<file path="src/rtl/pio_pkg.sv">
package pio_pkg;
  localparam int CFG_W       = 16;
  localparam int CLR_BIT     = 15;
  localparam int WID_HI      = 14;
  localparam int WID_LO      = 13;
  localparam int IN_ACT_BIT  = 12;
  localparam int OUT_ACT_BIT = 11;
  localparam int LEN_W       = WID_HI - WID_LO + 1;

  typedef enum logic [1:0] {
    SEQ_IDLE    = 2'd0,
    SEQ_STROBE  = 2'd1,
    SEQ_RECOVER = 2'd2
  } seq_state_e;

  typedef struct packed {
    logic [LEN_W-1:0] width;
    logic             in_act;
    logic             out_act;
  } pio_cfg_t;
endpackage

</file>
<file path="src/rtl/pio_cfg_reg.sv">
module pio_cfg_reg
  import pio_pkg::*;
#(
  parameter int CW = CFG_W
) (
  input  logic          clk,
  input  logic          rst_n,
  input  logic          we_i,
  input  logic [CW-1:0] wdata_i,
  input  logic          apply_ok_i,
  output pio_cfg_t      cfg_o,
  output logic          clr_req_o
);
  pio_cfg_t cfg_q, pend_q, wr_cfg;
  logic     pend_v_q;
  logic     unused_low_bits;

  assign unused_low_bits = ^wdata_i[OUT_ACT_BIT-1:0];

  always_comb begin
    wr_cfg.width   = wdata_i[WID_HI:WID_LO];
    wr_cfg.in_act  = wdata_i[IN_ACT_BIT];
    wr_cfg.out_act = wdata_i[OUT_ACT_BIT];
  end

  always_ff @(posedge clk) begin
    if (!rst_n) begin
      cfg_q    <= '0;
      pend_q   <= '0;
      pend_v_q <= 1'b0;
    end else if (we_i) begin
      pend_q   <= wr_cfg;
      pend_v_q <= 1'b1;
    end else if (pend_v_q && apply_ok_i) begin
      cfg_q    <= pend_q;
      pend_v_q <= 1'b0;
    end
  end

  assign cfg_o     = cfg_q;
  assign clr_req_o = we_i && wdata_i[CLR_BIT];

  // the applied word only moves on an edge that allowed it
  assert_cfg_hold_R2: assert property (@(posedge clk) disable iff (!rst_n)
    !$past(apply_ok_i) |-> $stable(cfg_q));
endmodule

</file>
<file path="src/rtl/pio_edge_sync.sv">
module pio_edge_sync #(
  parameter int LANES = 2
) (
  input  logic             clk,
  input  logic             rst_n,
  input  logic [LANES-1:0] async_i,
  output logic [LANES-1:0] level_o,
  output logic [LANES-1:0] rise_o
);
  for (genvar g = 0; g < LANES; g++) begin : g_lane
    logic [2:0] sh_q;
    always_ff @(posedge clk) begin
      if (!rst_n) sh_q <= '0;
      else        sh_q <= {sh_q[1:0], async_i[g]};
    end
    assign level_o[g] = sh_q[1];
    assign rise_o[g]  = sh_q[1] & ~sh_q[2];
  end
endmodule

</file>
<file path="src/rtl/pio_active_seq.sv">
module pio_active_seq
  import pio_pkg::*;
#(
  parameter int DW  = 16,
  parameter int CHW = 3,
  parameter int LW  = LEN_W
) (
  input  logic           clk,
  input  logic           rst_n,
  input  logic           start_i,
  input  logic           start_write_i,
  input  logic [CHW-1:0] start_chan_i,
  input  logic [DW-1:0]  start_data_i,
  input  logic [LW-1:0]  start_len_i,
  input  logic [DW-1:0]  bus_i,
  output logic           free_o,
  output logic           strobe_o,
  output logic           write_o,
  output logic [CHW-1:0] chan_o,
  output logic [DW-1:0]  data_o,
  output logic           rd_valid_o,
  output logic [DW-1:0]  rd_data_o
);
  localparam int RUN_W = LW + 1;

  seq_state_e     state_q;
  logic [LW-1:0]  cnt_q, len_q;
  logic           write_q, rd_valid_q;
  logic [CHW-1:0] chan_q;
  logic [DW-1:0]  data_q, rd_data_q;
  logic [RUN_W-1:0] run_q;

  always_ff @(posedge clk) begin
    if (!rst_n) begin
      state_q    <= SEQ_IDLE;
      cnt_q      <= '0;
      len_q      <= '0;
      write_q    <= 1'b0;
      chan_q     <= '0;
      data_q     <= '0;
      rd_valid_q <= 1'b0;
      rd_data_q  <= '0;
    end else begin
      rd_valid_q <= 1'b0;
      case (state_q)
        SEQ_IDLE, SEQ_RECOVER: begin
          if (start_i) begin
            state_q <= SEQ_STROBE;
            cnt_q   <= start_len_i;
            len_q   <= start_len_i;
            write_q <= start_write_i;
            chan_q  <= start_chan_i;
            data_q  <= start_data_i;
          end else begin
            state_q <= SEQ_IDLE;
          end
        end
        SEQ_STROBE: begin
          if (cnt_q == '0) begin
            state_q <= SEQ_RECOVER;
            if (!write_q) begin
              rd_valid_q <= 1'b1;
              rd_data_q  <= bus_i;
            end
          end else begin
            cnt_q <= cnt_q - 1'b1;
          end
        end
        default: state_q <= SEQ_IDLE;
      endcase
    end
  end

  always_ff @(posedge clk) begin
    if (!rst_n)        run_q <= '0;
    else if (strobe_o) run_q <= run_q + 1'b1;
    else               run_q <= '0;
  end

  assign free_o     = (state_q != SEQ_STROBE);
  assign strobe_o   = (state_q == SEQ_STROBE);
  assign write_o    = write_q;
  assign chan_o     = chan_q;
  assign data_o     = data_q;
  assign rd_valid_o = rd_valid_q;
  assign rd_data_o  = rd_data_q;

  // every strobe lasts width code + 1 cycles
  assert_width_R3: assert property (@(posedge clk) disable iff (!rst_n)
    $fell(strobe_o) |-> run_q == ({1'b0, len_q} + {{LW{1'b0}}, 1'b1}));
  // the end of a read strobe brings the response pulse
  assert_capture_R7: assert property (@(posedge clk) disable iff (!rst_n)
    $fell(strobe_o && !write_q) |-> rd_valid_o);
  // a new access only starts from a non-strobe state
  assert_start_free_R5: assert property (@(posedge clk) disable iff (!rst_n)
    start_i |-> free_o);
endmodule

</file>
<file path="src/rtl/pio_passive_port.sv">
module pio_passive_port #(
  parameter int DW = 16
) (
  input  logic          clk,
  input  logic          rst_n,
  input  logic          cap_i,
  input  logic [DW-1:0] bus_i,
  input  logic          load_i,
  input  logic [DW-1:0] load_data_i,
  input  logic          pres_rise_i,
  input  logic          pres_level_i,
  output logic [DW-1:0] in_q_o,
  output logic [DW-1:0] out_q_o,
  output logic          pres_o
);
  logic [DW-1:0] in_q, out_q;
  logic          pres_q;

  always_ff @(posedge clk) begin
    if (!rst_n) begin
      in_q   <= '0;
      out_q  <= '0;
      pres_q <= 1'b0;
    end else begin
      if (cap_i)  in_q  <= bus_i;
      if (load_i) out_q <= load_data_i;
      if (pres_rise_i)        pres_q <= 1'b1;
      else if (!pres_level_i) pres_q <= 1'b0;
    end
  end

  assign in_q_o  = in_q;
  assign out_q_o = out_q;
  assign pres_o  = pres_q;

  // a synchronized rising edge stores the bus value
  assert_latch_R10: assert property (@(posedge clk) disable iff (!rst_n)
    cap_i |=> in_q_o == $past(bus_i));
endmodule

</file>
<file path="src/rtl/pio_strobe_ctrl.sv">
module pio_strobe_ctrl
  import pio_pkg::*;
#(
  parameter int DW  = 16,
  parameter int CHW = 3
) (
  input  logic           clk,
  input  logic           rst_n,
  input  logic           cfg_we,
  input  logic [CFG_W-1:0] cfg_wdata,
  input  logic           req_valid,
  output logic           req_ready,
  input  logic           req_write,
  input  logic [CHW-1:0] req_chan,
  input  logic [DW-1:0]  req_wdata,
  output logic           rsp_valid,
  output logic [DW-1:0]  rsp_data,
  output logic           err_gap,
  output logic           in_stb_o,
  output logic           in_stb_oe,
  input  logic           in_stb_i,
  output logic           out_stb_o,
  output logic           out_stb_oe,
  input  logic           out_stb_i,
  output logic [CHW-1:0] chan_o,
  output logic           chan_oe,
  input  logic [DW-1:0]  bus_i,
  output logic [DW-1:0]  bus_o,
  output logic           bus_oe
);
  localparam int LANE_IN  = 0;
  localparam int LANE_OUT = 1;

  pio_cfg_t      cfg_q;
  logic          clr_req, apply_ok;
  logic [1:0]    stb_lvl, stb_rise;
  logic          seq_free, seq_strobe, seq_write, act_rd_valid;
  logic [CHW-1:0] seq_chan;
  logic [DW-1:0] seq_data, act_rd_data, pas_in_q, pas_out_q;
  logic          pas_pres;
  logic          fire, act_start, pas_wr, pas_rd, conflict;
  logic          pas_rd_valid_q, err_q;
  logic [DW-1:0] pas_rd_data_q;

  // ---------------- control word ----------------
  pio_cfg_reg #(.CW(CFG_W)) u_cfg (
    .clk(clk), .rst_n(rst_n), .we_i(cfg_we), .wdata_i(cfg_wdata),
    .apply_ok_i(apply_ok), .cfg_o(cfg_q), .clr_req_o(clr_req)
  );

  // ---------------- external strobe synchronizers ----------------
  pio_edge_sync #(.LANES(2)) u_sync (
    .clk(clk), .rst_n(rst_n), .async_i({out_stb_i, in_stb_i}),
    .level_o(stb_lvl), .rise_o(stb_rise)
  );

  // ---------------- request acceptance ----------------
  always_comb begin
    conflict = (cfg_q.in_act && !cfg_q.out_act && stb_lvl[LANE_OUT]) ||
               (cfg_q.out_act && !cfg_q.in_act && stb_lvl[LANE_IN]);
    req_ready = seq_free && !conflict;
    fire      = req_valid && req_ready;
    act_start = fire && (req_write ? cfg_q.out_act : cfg_q.in_act);
    pas_wr    = fire && req_write && !cfg_q.out_act;
    pas_rd    = fire && !req_write && !cfg_q.in_act;
    apply_ok  = seq_free && !fire;
  end

  // ---------------- active strobe sequencer ----------------
  pio_active_seq #(.DW(DW), .CHW(CHW), .LW(LEN_W)) u_seq (
    .clk(clk), .rst_n(rst_n), .start_i(act_start),
    .start_write_i(req_write), .start_chan_i(req_chan),
    .start_data_i(req_wdata), .start_len_i(cfg_q.width), .bus_i(bus_i),
    .free_o(seq_free), .strobe_o(seq_strobe), .write_o(seq_write),
    .chan_o(seq_chan), .data_o(seq_data),
    .rd_valid_o(act_rd_valid), .rd_data_o(act_rd_data)
  );

  // ---------------- passive holding registers ----------------
  pio_passive_port #(.DW(DW)) u_pas (
    .clk(clk), .rst_n(rst_n),
    .cap_i(stb_rise[LANE_IN] && !cfg_q.in_act), .bus_i(bus_i),
    .load_i(pas_wr), .load_data_i(req_wdata),
    .pres_rise_i(stb_rise[LANE_OUT] && !cfg_q.out_act),
    .pres_level_i(stb_lvl[LANE_OUT] && !cfg_q.out_act),
    .in_q_o(pas_in_q), .out_q_o(pas_out_q), .pres_o(pas_pres)
  );

  // ---------------- response and sticky error ----------------
  always_ff @(posedge clk) begin
    if (!rst_n) begin
      pas_rd_valid_q <= 1'b0;
      pas_rd_data_q  <= '0;
      err_q          <= 1'b0;
    end else begin
      pas_rd_valid_q <= pas_rd;
      if (pas_rd) pas_rd_data_q <= pas_in_q;
      if (req_valid && seq_strobe && (cfg_q.width != '0)) err_q <= 1'b1;
      else if (clr_req)                                   err_q <= 1'b0;
    end
  end

  // ---------------- pin drive ----------------
  assign rsp_valid  = act_rd_valid | pas_rd_valid_q;
  assign rsp_data   = act_rd_valid ? act_rd_data : pas_rd_data_q;
  assign err_gap    = err_q;
  assign in_stb_o   = seq_strobe && !seq_write;
  assign out_stb_o  = seq_strobe && seq_write;
  assign in_stb_oe  = cfg_q.in_act;
  assign out_stb_oe = cfg_q.out_act;
  assign chan_o     = seq_chan;
  assign chan_oe    = cfg_q.in_act && cfg_q.out_act;
  assign bus_oe     = (seq_strobe && seq_write) || (pas_pres && !cfg_q.out_act);
  assign bus_o      = (seq_strobe && seq_write) ? seq_data : pas_out_q;

  // no acceptance while a strobe is out
  assert_stall_R5: assert property (@(posedge clk) disable iff (!rst_n)
    (in_stb_o || out_stb_o) |-> !req_ready);
  // an early request with a wide strobe raises the flag
  assert_gap_err_R6: assert property (@(posedge clk) disable iff (!rst_n)
    (req_valid && (in_stb_o || out_stb_o) && cfg_q.width != '0) |=> err_gap);
  // the flag holds until cleared
  assert_err_sticky_R6: assert property (@(posedge clk) disable iff (!rst_n)
    (err_gap && !clr_req) |=> err_gap);
  // the bus is driven only by an output strobe or a passive presentation
  assert_bus_oe_R8: assert property (@(posedge clk) disable iff (!rst_n)
    bus_oe |-> (out_stb_o || !out_stb_oe));
  // the two response sources never collide
  assert_rsp_one_R7: assert property (@(posedge clk) disable iff (!rst_n)
    $onehot0({act_rd_valid, pas_rd_valid_q}));
  // an active strobe never starts against a seen external strobe
  assert_mixed_in_R12: assert property (@(posedge clk) disable iff (!rst_n)
    ($rose(in_stb_o) && !out_stb_oe) |-> !$past(stb_lvl[LANE_OUT]));
  assert_mixed_out_R12: assert property (@(posedge clk) disable iff (!rst_n)
    ($rose(out_stb_o) && !in_stb_oe) |-> !$past(stb_lvl[LANE_IN]));
endmodule

</file>
<file path="config.mk">
export PLATFORM = sky130hd
export DESIGN_NAME = pio_strobe_ctrl
export DESIGN_NICKNAME = d
export VERILOG_FILES = /design/src/rtl/pio_pkg.sv /design/src/rtl/pio_cfg_reg.sv /design/src/rtl/pio_edge_sync.sv /design/src/rtl/pio_active_seq.sv /design/src/rtl/pio_passive_port.sv /design/src/rtl/pio_strobe_ctrl.sv
export SDC_FILE = /design/constraint.sdc
export NUM_CORES = 1
export LEC_CHECK = 0
export BUFFER_PORTS_ARGS = -buffer_cell sky130_fd_sc_hd__buf_4
export CORE_MARGIN = 2
export CORE_UTILIZATION = 47
export CTS_CLUSTER_DIAMETER = 150
export DETAILED_ROUTE_END_ITERATION = 10
export PLACE_DENSITY = 0.71
export SLEW_MARGIN = 0
export SYNTH_ARGS = -nofsm -noshare
export SYNTH_HDL_FRONTEND = slang
export SYNTH_SLANG_ARGS = --single-unit
</file>
<file path="constraint.sdc">
create_clock -name clk -period 2.44 [get_ports clk]
set_clock_uncertainty 0.05 [all_clocks]
set_input_delay 0.488 -clock clk [delete_from_list [all_inputs] [get_ports clk]]
set_output_delay 0.488 -clock clk [all_outputs]
set_load 0.1 [all_outputs]
</file>
==> results.md, run 1 <==
- Syn avg cell area: roughly 9.0 µm²
- Clock sinks: about 110
- Commonest cells after routing, fill and taps aside: nand2_1 (140), dfxtp_1 (106), buf_4 (103), a21boi_0 (52), mux2i_1 (38)
- EDFF count, synth: 0
- Max incr delay on CP: approximately 400 ps
- Die X: about 100 µm
- CP top delay family: buffers and inverters
- Crit path max fanout: 10
- DR iter-0 viols: 97
- Worst hold stages: 2
- Post-CTS resize count: 0
- Wirelength, routed: 10.05 mm
- Post-DP HPWL: around 6.7 mm
- Slew Limit Headroom: a little over half
- R2r setup slk: approximately 460 ps
- I/O pin cnt: between 100 and 150
- Crit path DAT: 1770 ps
- Post-synthesis cell area: 0.004576 mm²
- Post-CTS Repair Setup Buffers: 0
- PortBufs: 90
- Critical Path Slowest Stage Cell: dfxtp_1
- Crit path time final: around 2300 ps
- Sequential power share: roughly 57%
- Max Slew Vio Count: 0
- Global-route wire length before repair: roughly 16 mm
- CORE AREA: between 0.009 and 0.01 mm²
- Hold path start: out_stb_i
- Grt total ovfl: 0
- Filler Cell Count: about 870
- CP endpoint kind: primary output
- Commonest non-fill, non-tap cell in the layout: nand2_1
- Worst path cell trace: nor2b_1 -> nand2_1 -> buf_4 -> mux2_2 -> buf_4
- Post-Route Setup TNS: 0 ps
- Number of buffers created by CTS: 9
- DR DRC count: 0
- Clock Tree Buf Depth: 2
- Sw frac: a little over a quarter
- Antenna Nets Post-Route: 0
- Largest net degree at the start of global routing: 56
- Status: completed
- Core Util, Final: 57.82%
- Final hold vios: 0
- FFs w/ async S/R, synth: 0%
- Max frequency: approximately 430 MHz
- Reg2reg start: u_cfg.cfg_o[1]$_SDFFE_PN0P_
- Switching pwr: around 0.00083 W
- # setup viols final: 0
- Max_cap viols: 0
- DR vias/cell: 5.101
- Post-synth top flop: dfxtp_1
- Slew @ Worst Pin: approximately 710 ps
- Via count: ~3700
- Clock share of power: ~30%
- Initial core utilization: between 40% and 50%
- Num rows: 36
- Syn Nets: between 500 and 600
- Worst Setup Start Kind: flop
- Most frequent CP cell: buf_4
- Leak: 2.195 nW
- Hold/Removal Path Class: in2reg
- Yosys reg bits: approximately 110
- DR pass1 iterations: 4
- TritonCTS clock tree: yes
- Share of layout cells above drive strength 1: 27.38%
- Final Cycle Share: between 90% and 100%
- GRT Util Overall: 19.45%
- Pwr per Cell Area: 568.6 mW/mm²
- Die area: roughly 0.011 mm²
- Area of the multi-input gates: 0.002265 mm²
- Hold Crit Endpoint: u_sync.g_lane[1].sh_q[0]$_SDFF_PN0_
- Mapped Cells: just over 500
- Clk slew on worst S/H paths: 80 ps
- Max VDD drop: ~0.41 mV
- Int Pwr: 0.002325 W
- Distinct cells, synth: 35
- Reg2reg path depth: 5
- Data required, critical path: 1900 ps
- Synth warnings: 0
- Die Ht: around 100 µm
- Critical R2R Capture: u_pas.out_q_o[14]$_SDFFE_PN0P_
- FF/Latch Area: ~0.0021 mm²
- Fin nets: roughly 640
- Antenna diodes: 0
- Antenna violations before repair: 0
- Insertion delay to the later sink of the worst-skew pair: 350 ps
- Area growth from synthesis to layout: 21.25%
- CTS root buf: clkbuf_8
- Comb power frac: between 10% and 20%
- WP buf/inv: 2
- H-tree depth: 3
- Critical path class: reg2out
- RD Place Congestion: 0.7283
- DR WL/cell: 13.93 µm
- Sequential cell area fraction in the yosys report: 46.81%
- RSZ-0062 raised after global routing: no
- Vias in the first global route: around 3400
- Hold Buf Count CTS: 0
[Yosys cell counts (all sizes together) (2+ instances only)]
cell	n	share of area, %
nand3	25	2.8
buf	8	1.3
or2	2	0.27
nand2	140	11
nor2b	6	0.82
a21oi	2	0.22
inv	5	0.41
nand2b	2	0.27
nor2	3	0.25
nor3b	3	0.71
mux2i	38	8.3
and2	8	1.1
o211ai	2	0.33
a21boi	54	8.9
nand3b	2	0.33
dfxtp	107	47
clkbuf	32	2.6
mux2	32	7.9
and3	2	0.27
o21ai	26	2.8
[state kept, by name, indices dropped and copies added, names as in the netlist, 2 cells and up]
signal and cells:
u_seq.data_o 16, u_pas.in_q_o 16, u_seq.chan_o 3, u_pas.out_q_o 16, u_seq.state_q 2, u_sync.g_lane.sh_q 6, pas_rd_data_q 16, u_seq.cnt_q 2
u_cfg.pend_q 4, u_seq.rd_data_o 16, u_cfg.cfg_o 4
[layer usage]
| layer | track usage [%] | up-vias | part of all wire [%] |
|---|---|---|---|
| li1 | - | 1858 | - |
| met1 | 26.12 | 1729 | 47 |
| met2 | 31.83 | 79 | 48 |
| met3 | 3.390 | 12 | 4.3 |
| met4 | 6.462 | 0 | 1.4 |
| met5 | 0 | - | 0 |
[layout make-up]
cell class / instances / share of cell area, %
clock buffer: 13 / 2.684
clock inverter: 2 / 0.2255
inverter: 5 / 0.3383
multi-input combinational: 357 / 40.82
sequential: 107 / 38.63
tap: 133 / 3.000
timing repair buffer: 104 / 14.30
[per-stage QoR]
step / hold slack, ps / cells / cell area [µm²] / setup slack, ps / total power, W
2_1_floorplan: 342.3 / 509 / 4589 / 36.99 / 0.002123
3_3_place_gp: 350.6 / 706 / 5386 / 521.1 / 0.002249
3_5_place_dp: 352.8 / 706 / 5386 / 466.7 / 0.002255
4_1_cts: 283.7 / 721 / 5548 / 120.0 / 0.003188
5_1_grt: 284.4 / 721 / 5548 / 22.60 / 0.003298
6_report: 297.3 / 721 / 5548 / 135.4 / 0.003155
[logic make-up after synthesis]
kind of cell    Yosys count  synth area share, %
compound gates           88                13.13
xor+xnor                  1               0.1914
fa+ha+maj                 1               0.2734
buf+inv                  45                4.293
flops                   107                46.81
mux                      70                16.19
simple gates            197                19.11
[power groups by stage]
stage | combinational, W | clock [W] | sequential, W
floorplan | 0.000281 | 0 | 0.00184
global placement | 0.000409 | 0 | 0.00184
detailed placement | 0.000412 | 0 | 0.00184
CTS | 0.000413 | 0.000974 | 0.00180
global route | 0.000437 | 0.00105 | 0.00181
finish | 0.000411 | 0.000942 | 0.00180
[worst max path at each step]
stage                                       start                        endpoint  slack, ps  cells after the start
finish              u_seq.state_q[0]$_SDFFE_PN0P_                       bus_o[10]        140                      5
global route        u_seq.state_q[0]$_SDFFE_PN0P_                        bus_o[5]         20                      5
CTS                 u_seq.state_q[0]$_SDFFE_PN0P_                       bus_o[10]        120                      5
detailed placement    u_cfg.cfg_o[1]$_SDFFE_PN0P_  u_pas.out_q_o[13]$_SDFFE_PN0P_        470                      5
global placement    u_seq.state_q[0]$_SDFFE_PN0P_                       bus_o[15]        520                      5
floorplan             u_cfg.cfg_o[0]$_SDFFE_PN0P_                       req_ready         40                      2
(Power assumes the default switching activity.)
==> run 2, diff against run 1 <==
RECOVER_POWER = 50   (was default)
==> run 2 against run 1 <==
Effect of this change: the run now ends with max-capacitance violations, max-slew violations left; final cell count unchanged; register-to-register slack about the same; maximum frequency about the same; sequential share of layout area increased by 0.19 points; clock-buffer cell count unchanged; first-iteration DRC count increased by 6.2%; sequential power about the same; utilization decreased by 0.29 points; critical path type unchanged; critical endpoint unchanged; highest routed layer unchanged.
==> results.md, run 2 (synthesis gave the netlist of run 1 again) <==
- Reg2reg start: u_cfg.cfg_o[1]$_SDFFE_PN0P_
- Overall power: about 0.0032 W
- Post-DP HPWL: 6.674 mm
- RD Place Congestion: between 0.7 and 0.8
- Area growth from synthesis to layout: 20.65%
- Data required, critical path: roughly 1900 ps
- Crit path to: bus_o[10]
- Share of layout cells above drive strength 1: 26.36%
- CORE AREA: around 0.0096 mm²
- Max VDD drop: between 0.4 and 0.5 mV
- Largest net degree at the start of global routing: 56
- Min Hold Slack: ~300 ps
- Fin nets: between 600 and 700
- Post-CTS Repair Setup Buffers: 0
- Grt met3 use: 3.390%
- DR DRC count: 0
- Final hold vios: 0
- Max Slew Vio Count: 41
- CP startpoint: u_seq.state_q[0]$_SDFFE_PN0P_
- GRT Util Overall: between 15 and 20%
- Post-CTS resize count: 0
- Hold Buf Count CTS: 0
- Slew Limit Headroom: -3.193%
- Worst Setup Start Kind: flop
- DR WL/cell: between 10 and 15 µm
- Slew @ Worst Pin: roughly 1500 ps
- Leak: roughly 2.2 nW
- # setup viols final: 0
- Die area: 0.01054 mm²
- CTS root buf: clkbuf_8
- PortBufs: 90
- TritonCTS clock tree: yes
- Commonest cells after routing, fill and taps aside: nand2_1 (140), dfxtp_1 (106), buf_4 (95), a21boi_0 (54), mux2i_1 (38)
- Hold path start: in_stb_i
- DR vias/cell: between 5 and 6
- Crit path DAT: between 1500 and 2000 ps
- Antenna diodes: 0
- Max_cap viols: 1
- Initial core utilization: about 48%
- Vias in the first global route: 3421
- Critical path class: reg2out
- Pwr per Cell Area: roughly 570 mW/mm²
- I/O pin cnt: roughly 100
- Crit path max fanout: 10
- Insertion delay to the later sink of the worst-skew pair: 350 ps
- GR Util met1: 26.12%
- Clock sinks: about 110
- Grt met2 use: around a third
- DR iter-0 viols: ~100
- Number of buffers created by CTS: 9
- Final Cycle Share: 94.44%
- Status: finished with violations
- RSZ-0062 raised after global routing: no
- DR pass1 iterations: 4
- Crit path time final: approximately 2300 ps
- Antenna violations before repair: 0
- Global-route wire length before repair: approximately 16 mm
- Max frequency: 434.0 MHz
- R2r setup slk: 470 ps
- Critical R2R Capture: u_pas.out_q_o[3]$_SDFFE_PN0P_
- Via count: about 3700
- Grt total ovfl: 0
- Num rows: 36
- Commonest non-fill, non-tap cell in the layout: nand2_1
- Hold/Removal Path Class: in2reg
- Die X: around 100 µm
- Clk slew on worst S/H paths: around 80 ps
- Reg2reg path depth: 5
- Die Ht: 102.7 µm
- Wirelength, routed: about 10 mm
- CP endpoint kind: primary output
- GR peak layer: met2
- Post-Route Setup TNS: 0 ps
- Antenna Nets Post-Route: 0
- Clock Tree Buf Depth: 2
- H-tree depth: 3
- Failing checks: max-capacitance violations, max-slew violations
-- run 2: critical path, cell delays in order (launching register included) --
cell and delay [ps]:
dfxtp_1 400, nor2b_1 190, nand2_1 110, buf_4 200
mux2_2 290, buf_4 230
-- run 2: cell type report --
cell class | count | area [µm²]
Timing Repair Buffer | 104 | 765.7
Clock buffer | 13 | 148.9
Fill cell | 883 | 4074
Sequential cell | 107 | 2143
Clock inverter | 2 | 12.51
Tap cell | 133 | 166.4
Multi-Input combinational cell | 357 | 2265
Inverter | 5 | 18.77
-- run 2: report_power, final --
part | internal (W) | switching, W
Clock | 0.000395 | 0.000548
Combinational | 0.000145 | 0.000265
Sequential | 0.00178 | 0.0000181
Total | 0.00232 | 0.000830
-- run 2: worst min-delay path by stage --
stage / to / slack [ps] / cells after the start
2_1_floorplan: u_pas.pres_o$_SDFFE_PN0P_ / 340 / 1
3_3_place_gp: u_pas.pres_o$_SDFFE_PN0P_ / 350 / 1
3_5_place_dp: u_pas.pres_o$_SDFFE_PN0P_ / 350 / 1
4_1_cts: u_sync.g_lane[1].sh_q[0]$_SDFF_PN0_ / 280 / 2
5_1_grt: u_sync.g_lane[0].sh_q[0]$_SDFF_PN0_ / 280 / 2
6_report: u_sync.g_lane[0].sh_q[0]$_SDFF_PN0_ / 300 / 2
-- run 2: metal layers --
layer  vias up  wire length, µm
li1       1857                -
met1      1720             4747
met2        67             4771
met3        12              383
met4         0              142
met5         -                0
-- run 2: through the flow --
| stage | util (%) | worst slack, ps | cell area, µm² | instances |
|---|---|---|---|---|
| 3_3_place_gp | 56.14 | 521.1 | 5386 | 706 |
| 3_5_place_dp | 56.14 | 466.7 | 5386 | 706 |
| 4_1_cts | 57.82 | 120.0 | 5548 | 721 |
| 6_report | 57.54 | 135.7 | 5520 | 721 |
| 5_1_grt | 57.54 | 22.60 | 5520 | 721 |
| 2_1_floorplan | - | 36.99 | 4589 | 509 |
